==> config.mk <==
export PLATFORM = sky130hd
export DESIGN_NAME = i2cs_regbank_slave
export DESIGN_NICKNAME = d
export VERILOG_FILES = /design/src/rtl/i2cs_pkg.sv /design/src/rtl/i2cs_line_filter.sv /design/src/rtl/i2cs_bus_events.sv /design/src/rtl/i2cs_xfer_fsm.sv /design/src/rtl/i2cs_regbank_slave.sv
export SDC_FILE = /design/constraint.sdc
export NUM_CORES = 1
export LEC_CHECK = 0
export BUFFER_PORTS_ARGS = -buffer_cell sky130_fd_sc_hd__buf_2
export CAP_MARGIN = 20
export CORE_UTILIZATION = 40
export CTS_CLUSTER_DIAMETER = 100
export CTS_CLUSTER_SIZE = 25
export DETAILED_ROUTE_END_ITERATION = 8
export SYNTH_ARGS = -nofsm -noshare
export SYNTH_HDL_FRONTEND = slang
export SYNTH_HIERARCHICAL = 1
export SYNTH_SLANG_ARGS = --single-unit
==> constraint.sdc <==
create_clock -name clk_i -period 1.8 [get_ports clk_i]
set_input_delay 0.09 -clock clk_i [delete_from_list [all_inputs] [get_ports clk_i]]
set_output_delay 0.09 -clock clk_i [all_outputs]
set_load 0.03 [all_outputs]
==> src/rtl/i2cs_pkg.sv <==
package i2cs_pkg;

  localparam int unsigned BYTE_W = 8;

  typedef enum logic [2:0] {
    ST_IDLE  = 3'd0,
    ST_ADDR  = 3'd1,
    ST_WORD  = 3'd2,
    ST_WDATA = 3'd3,
    ST_ACK   = 3'd4,
    ST_RDATA = 3'd5,
    ST_RACK  = 3'd6,
    ST_SKIP  = 3'd7
  } xfer_state_t;

endpackage

==> src/rtl/i2cs_line_filter.sv <==
module i2cs_line_filter #(
  parameter int unsigned FILT_LEN = 4
) (
  input  logic clk_i,
  input  logic rst_ni,
  input  logic line_i,
  output logic line_o
);

  localparam int unsigned CW = (FILT_LEN > 1) ? $clog2(FILT_LEN) : 1;

  logic [1:0]    sync_q;
  logic          flt_q, flt_n;
  logic [CW-1:0] cnt_q, cnt_n;

  always_comb begin
    flt_n = flt_q;
    cnt_n = cnt_q;
    if (sync_q[1] == flt_q) begin
      cnt_n = '0;
    end else if (cnt_q == CW'(FILT_LEN - 1)) begin
      flt_n = sync_q[1];
      cnt_n = '0;
    end else begin
      cnt_n = cnt_q + 1'b1;
    end
  end

  always_ff @(posedge clk_i or negedge rst_ni) begin
    if (!rst_ni) begin
      sync_q <= 2'b11;
      flt_q  <= 1'b1;
      cnt_q  <= '0;
    end else begin
      sync_q <= {sync_q[0], line_i};
      flt_q  <= flt_n;
      cnt_q  <= cnt_n;
    end
  end

  assign line_o = flt_q;

endmodule

==> src/rtl/i2cs_bus_events.sv <==
module i2cs_bus_events (
  input  logic clk_i,
  input  logic rst_ni,
  input  logic scl_i,
  input  logic sda_i,
  output logic scl_rise_o,
  output logic scl_fall_o,
  output logic start_o,
  output logic stop_o
);

  logic scl_d_q, sda_d_q;

  always_ff @(posedge clk_i or negedge rst_ni) begin
    if (!rst_ni) begin
      scl_d_q <= 1'b1;
      sda_d_q <= 1'b1;
    end else begin
      scl_d_q <= scl_i;
      sda_d_q <= sda_i;
    end
  end

  assign scl_rise_o = scl_i & ~scl_d_q;
  assign scl_fall_o = ~scl_i & scl_d_q;
  assign start_o    = scl_i & scl_d_q & sda_d_q & ~sda_i;
  assign stop_o     = scl_i & scl_d_q & ~sda_d_q & sda_i;

endmodule

==> src/rtl/i2cs_xfer_fsm.sv <==
module i2cs_xfer_fsm
  import i2cs_pkg::*;
#(
  parameter logic [6:0]  DEV_ADDR = 7'h51,
  parameter int unsigned PTR_W    = 4
) (
  input  logic              clk_i,
  input  logic              rst_ni,
  input  logic              sda_i,
  input  logic              scl_rise_i,
  input  logic              scl_fall_i,
  input  logic              start_i,
  input  logic              stop_i,
  input  logic [BYTE_W-1:0] reg_rdata_i,
  output logic              sda_oe_o,
  output logic [PTR_W-1:0]  reg_addr_o,
  output logic              reg_rd_o,
  output logic              reg_wr_o,
  output logic [BYTE_W-1:0] reg_wdata_o,
  output logic              freeze_o,
  output logic              skip_o
);

  xfer_state_t       state_q, state_n, after_q, after_n;
  logic [3:0]        bit_q, bit_n;
  logic [BYTE_W-1:0] shift_q, shift_n;
  logic [BYTE_W-2:0] tx_q, tx_n;
  logic [PTR_W-1:0]  ptr_q, ptr_n;
  logic              oe_q, oe_n;
  logic              frz_q, frz_n;
  logic              wr_q, wr_n;
  logic              rd_q, rd_n;
  logic              mack_q, mack_n;
  logic [BYTE_W-1:0] wdata_q, wdata_n;

  always_comb begin
    state_n = state_q;
    after_n = after_q;
    bit_n   = bit_q;
    shift_n = shift_q;
    tx_n    = tx_q;
    ptr_n   = ptr_q;
    oe_n    = oe_q;
    frz_n   = frz_q;
    wr_n    = 1'b0;
    rd_n    = 1'b0;
    mack_n  = mack_q;
    wdata_n = wdata_q;

    if (wr_q) ptr_n = ptr_q + 1'b1;

    if (stop_i) begin
      state_n = ST_IDLE;
      oe_n    = 1'b0;
      frz_n   = 1'b0;
    end else if (start_i) begin
      state_n = ST_ADDR;
      bit_n   = '0;
      oe_n    = 1'b0;
      frz_n   = 1'b0;
    end else begin
      unique case (state_q)
        ST_ADDR, ST_WORD, ST_WDATA: begin
          if (scl_rise_i) begin
            shift_n = {shift_q[BYTE_W-2:0], sda_i};
            bit_n   = bit_q + 1'b1;
          end else if (scl_fall_i && bit_q == 4'd8) begin
            bit_n   = '0;
            after_n = ST_WDATA;
            if (state_q == ST_ADDR) begin
              if (shift_q[7:1] == DEV_ADDR) begin
                oe_n    = 1'b1;
                state_n = ST_ACK;
                after_n = shift_q[0] ? ST_RDATA : ST_WORD;
                frz_n   = shift_q[0];
              end else begin
                state_n = ST_SKIP;
              end
            end else begin
              oe_n    = 1'b1;
              state_n = ST_ACK;
              if (state_q == ST_WORD) begin
                ptr_n = shift_q[PTR_W-1:0];
              end else begin
                wr_n    = 1'b1;
                wdata_n = shift_q;
              end
            end
          end
        end
        ST_ACK: begin
          if (scl_fall_i) begin
            oe_n    = 1'b0;
            bit_n   = '0;
            state_n = after_q;
            if (after_q == ST_RDATA) begin
              tx_n  = reg_rdata_i[BYTE_W-2:0];
              oe_n  = ~reg_rdata_i[BYTE_W-1];
              ptr_n = ptr_q + 1'b1;
              rd_n  = 1'b1;
            end
          end
        end
        ST_RDATA: begin
          if (scl_fall_i) begin
            if (bit_q == 4'd7) begin
              oe_n    = 1'b0;
              state_n = ST_RACK;
            end else begin
              oe_n  = ~tx_q[BYTE_W-2];
              tx_n  = {tx_q[BYTE_W-3:0], 1'b0};
              bit_n = bit_q + 1'b1;
            end
          end
        end
        ST_RACK: begin
          if (scl_rise_i) begin
            mack_n = ~sda_i;
          end else if (scl_fall_i) begin
            bit_n = '0;
            if (mack_q) begin
              state_n = ST_RDATA;
              tx_n    = reg_rdata_i[BYTE_W-2:0];
              oe_n    = ~reg_rdata_i[BYTE_W-1];
              ptr_n   = ptr_q + 1'b1;
              rd_n    = 1'b1;
            end else begin
              state_n = ST_SKIP;
            end
          end
        end
        default: ;
      endcase
    end
  end

  always_ff @(posedge clk_i or negedge rst_ni) begin
    if (!rst_ni) begin
      state_q <= ST_IDLE;
      after_q <= ST_IDLE;
      bit_q   <= '0;
      shift_q <= '0;
      tx_q    <= '0;
      ptr_q   <= '0;
      oe_q    <= 1'b0;
      frz_q   <= 1'b0;
      wr_q    <= 1'b0;
      rd_q    <= 1'b0;
      mack_q  <= 1'b0;
      wdata_q <= '0;
    end else begin
      state_q <= state_n;
      after_q <= after_n;
      bit_q   <= bit_n;
      shift_q <= shift_n;
      tx_q    <= tx_n;
      ptr_q   <= ptr_n;
      oe_q    <= oe_n;
      frz_q   <= frz_n;
      wr_q    <= wr_n;
      rd_q    <= rd_n;
      mack_q  <= mack_n;
      wdata_q <= wdata_n;
    end
  end

  assign sda_oe_o    = oe_q;
  assign reg_addr_o  = ptr_q;
  assign reg_rd_o    = rd_q;
  assign reg_wr_o    = wr_q;
  assign reg_wdata_o = wdata_q;
  assign freeze_o    = frz_q;
  assign skip_o      = (state_q == ST_SKIP);

endmodule

==> src/rtl/i2cs_regbank_slave.sv <==
module i2cs_regbank_slave
  import i2cs_pkg::*;
#(
  parameter logic [6:0]  DEV_ADDR = 7'h51,
  parameter int unsigned PTR_W    = 4,
  parameter int unsigned FILT_LEN = 4
) (
  input  logic              clk_i,
  input  logic              rst_ni,
  input  logic              scl_i,
  input  logic              sda_i,
  output logic              sda_oe_o,
  output logic [PTR_W-1:0]  reg_addr_o,
  input  logic [BYTE_W-1:0] reg_rdata_i,
  output logic              reg_rd_o,
  output logic              reg_wr_o,
  output logic [BYTE_W-1:0] reg_wdata_o,
  output logic              freeze_o
);

  localparam int unsigned N_LINES = 2;

  logic [1:0]         rsync_q;
  logic               rst_int_n;
  logic [N_LINES-1:0] raw_w, flt_w;
  logic               scl_flt, sda_flt;
  logic               scl_rise, scl_fall, start_evt, stop_evt, skip_w;

  always_ff @(posedge clk_i or negedge rst_ni) begin
    if (!rst_ni) rsync_q <= 2'b00;
    else         rsync_q <= {rsync_q[0], 1'b1};
  end
  assign rst_int_n = rsync_q[1];

  assign raw_w = {sda_i, scl_i};

  for (genvar g = 0; g < N_LINES; g++) begin : g_line
    i2cs_line_filter #(.FILT_LEN(FILT_LEN)) flt_i (
      .clk_i  (clk_i),
      .rst_ni (rst_int_n),
      .line_i (raw_w[g]),
      .line_o (flt_w[g])
    );
  end

  assign scl_flt = flt_w[0];
  assign sda_flt = flt_w[1];

  i2cs_bus_events evt_i (
    .clk_i      (clk_i),
    .rst_ni     (rst_int_n),
    .scl_i      (scl_flt),
    .sda_i      (sda_flt),
    .scl_rise_o (scl_rise),
    .scl_fall_o (scl_fall),
    .start_o    (start_evt),
    .stop_o     (stop_evt)
  );

  i2cs_xfer_fsm #(.DEV_ADDR(DEV_ADDR), .PTR_W(PTR_W)) fsm_i (
    .clk_i       (clk_i),
    .rst_ni      (rst_int_n),
    .sda_i       (sda_flt),
    .scl_rise_i  (scl_rise),
    .scl_fall_i  (scl_fall),
    .start_i     (start_evt),
    .stop_i      (stop_evt),
    .reg_rdata_i (reg_rdata_i),
    .sda_oe_o    (sda_oe_o),
    .reg_addr_o  (reg_addr_o),
    .reg_rd_o    (reg_rd_o),
    .reg_wr_o    (reg_wr_o),
    .reg_wdata_o (reg_wdata_o),
    .freeze_o    (freeze_o),
    .skip_o      (skip_w)
  );

endmodule

==> results.md <==
- Met2 routed WL: 2902 um
- CTS root buffer: clkbuf_8
- Achievable Freq: 513.9 MHz
- Min-Delay Startpoint: reg_rdata_i[0]
- Worst setup path start: evt_i/sda_d_q
- Total Wirelength: between 6000 and 7000 um
- Peak supply drop: roughly 0.72 mV
- Skew-Pair Late Insertion Delay: 0.31 ns
- Num rows: 30
- RePlAce Congestion: 0.8388
- Vias after detailed routing: 2271
- Worst slack, placed: -0.1779 ns
- First-pass GRT wire length: 10420 um
- Area post-placement: approximately 0.0035 sq mm
- Drt wl/cell: 14.51 um
- Req. time, crit path: 1.98 ns
- Iter 0 DRT Violations: 158
- Synthesis-to-layout area growth: 31.07%
- Fin Hold WS: 0.02181 ns
- Chip Width: 87.85 um
- Diode count: 0
- # IOs: 28
- Worst R2R Setup Slack: -0.15 ns
- Avg Cell Area, Syn: 11.61 sq um
- Worst Reg-to-Reg Cells: 5
- Netlist Area Pre-Place: around 0.0029 sq mm
- Hold EP: fsm_i/tx_q[0]
- Class of the worst hold path: in -> reg
- Outcome: finished with violations
- Core box area: approximately 0.0069 sq mm
- Final Cell Area: between 0.003 and 0.004 sq mm
- Largest net degree at the start of global routing: 31
- Layout cells sized above 1: approximately 49%
- Final Setup Violations: 13
- Remaining Overflow, GRT: 0
- Met3 routed wirelength: 164 um
- Layout Cells excl Fill: ~430
- CTS tree: yes
- RSZ-0062 raised after global routing: true
- Final Worst Setup Slack: -0.1459 ns
- Metal-1 WL: approximately 3200 um
- Starting Density: 42.45%
- Clock skew: between 0.01 and 0.015 ns
- Die Span Y: between 80 and 90 um
- Min-Delay Path Depth: 3
- Fin. max-slew vios: 0
- Critical path data arrival time: 2.13 ns
- Max FO, Critical Path: 5
- Synth warnings: 6
- Final routed DRC violation total: 0
- Failing checks: setup timing
- Mapped Cells: 254
- Antenna violations before repair: 0
- CTS Sinks: 56
- Hpwl dp: 4538 um
- Initial DRT Pass Iterations: 5
- Reg2Reg Launch Point: evt_i/sda_d_q
- Crit Path Category: reg -> reg
- Power Density: 1255 mW/mm^2
- Placed Cells: 416
- Final Hold Violating Endpoints: 0
- I/O Buffers: 27
- Crit path time final: 1.946 ns
- Htree depth: 2
- Top Metal Used: met4
- Num CTS Buffers: 5
- Clk slew on worst S/H paths: 0.10 ns
- Leakage power: 1.829 nW
- Startpoint Class: register
- Tot GR Track Use: 17.47%
- Final Core Density: 55.64%
- Nets: 354
- Syn Nets: 271
- Crit. End Element: register
- CTS max path bufs: 2
- Die Footprint: slightly below 0.008 sq mm
- Final period util: 108.1%
- MaxCap Viol Count: 0
- Reg2Reg Capture Point: fsm_i/reg_addr_o[0]
- Vias in the first global route: 2194
- Antenna Nets Post-Route: 0
- Vias/cell: 5.233
-- timing repair --
item / CTS / global route
hold buffers: 3 / 0
resized for setup: 19 / 21
cloned: 1 / 0
hold endpoints to repair: 4 / 0
endpoints found under the setup margin: 36 / 38
buffers inserted: 4 / 2
pin swaps: 10 / 9
-- through the flow --
step           setup TNS, ns  power, mW
2_1_floorplan         -1.214      3.012
3_5_place_dp          -3.142      3.743
3_3_place_gp          -2.526      3.722
6_report             -0.5907      4.849
4_1_cts              -0.6480      4.711
5_1_grt               -2.834      5.162
-- layout make-up --
class / instances / area [sq um]
inverters: 12 / 45.04
repair buffers: 86 / 610.6
clock buffers: 6 / 82.58
clock inverters: 2 / 17.52
fillers: 618 / 3080
well taps: 96 / 120.1
multi-input cells: 176 / 1575
flip-flops and latches: 56 / 1413
-- layer usage --
layer  vias up  track usage [%]
li1       1113                -
met1      1111            25.87
met2        40            26.22
met3         7            2.545
met4         0            5.812
met5         -                0
-- flip-flops by register name, summed over array words and instances, names as in the netlist, 2 cells and up --
register and flops:
g_line.flt_i/sync_q 4, fsm_i/reg_wdata_o 8, g_line.flt_i/line_o 2, fsm_i/state_q 3, fsm_i/reg_addr_o 4, fsm_i/tx_q 7
fsm_i/bit_q 4, fsm_i/shift_q 8, g_line.flt_i/cnt_q 4, fsm_i/after_q 3, rsync_q 2
-- how the worst max path moves through the flow --
stage,slack [ns],endpoint
after floorplan,-0.17,fsm_i/reg_addr_o[0]
after global placement,-0.14,fsm_i/reg_addr_o[2]
after detailed placement,-0.18,fsm_i/reg_addr_o[0]
after CTS,-0.10,fsm_i/reg_addr_o[0]
after global routing,-0.23,fsm_i/reg_addr_o[0]
final,-0.15,fsm_i/reg_addr_o[0]
-- critical path, stage by stage (launching register included) --
cell and delay, ns:
dfstp_2 0.54, and4b_1 0.22, or2_4 0.29, a211o_4 0.35, nor3_1 0.29, o311ai_2 0.13
-- placed cells by master, fill, tap and decap left out, types with 4 or more instances in the layout --
cell type,instances
dfrtp_1,47
nand3b_1,4
a211oi_1,4
mux2i_1,4
clkbuf_8,6
nand4_1,4
dfstp_2,8
nor2_1,4
nand2_1,9
o21ai_0,5
nand2b_1,4
nand3_1,5
buf_6,4
inv_1,11
nor2b_1,8
buf_4,50
mux2_2,27
a31oi_1,5
buf_2,28
-- report_power, final --
part	switching [mW]	total, mW	internal (mW)
clock	0.420	0.743	0.323
combinational	1.12	2.36	1.24
sequential	0.219	1.74	1.52
Note: power is estimated with default switching activity, not from simulation.
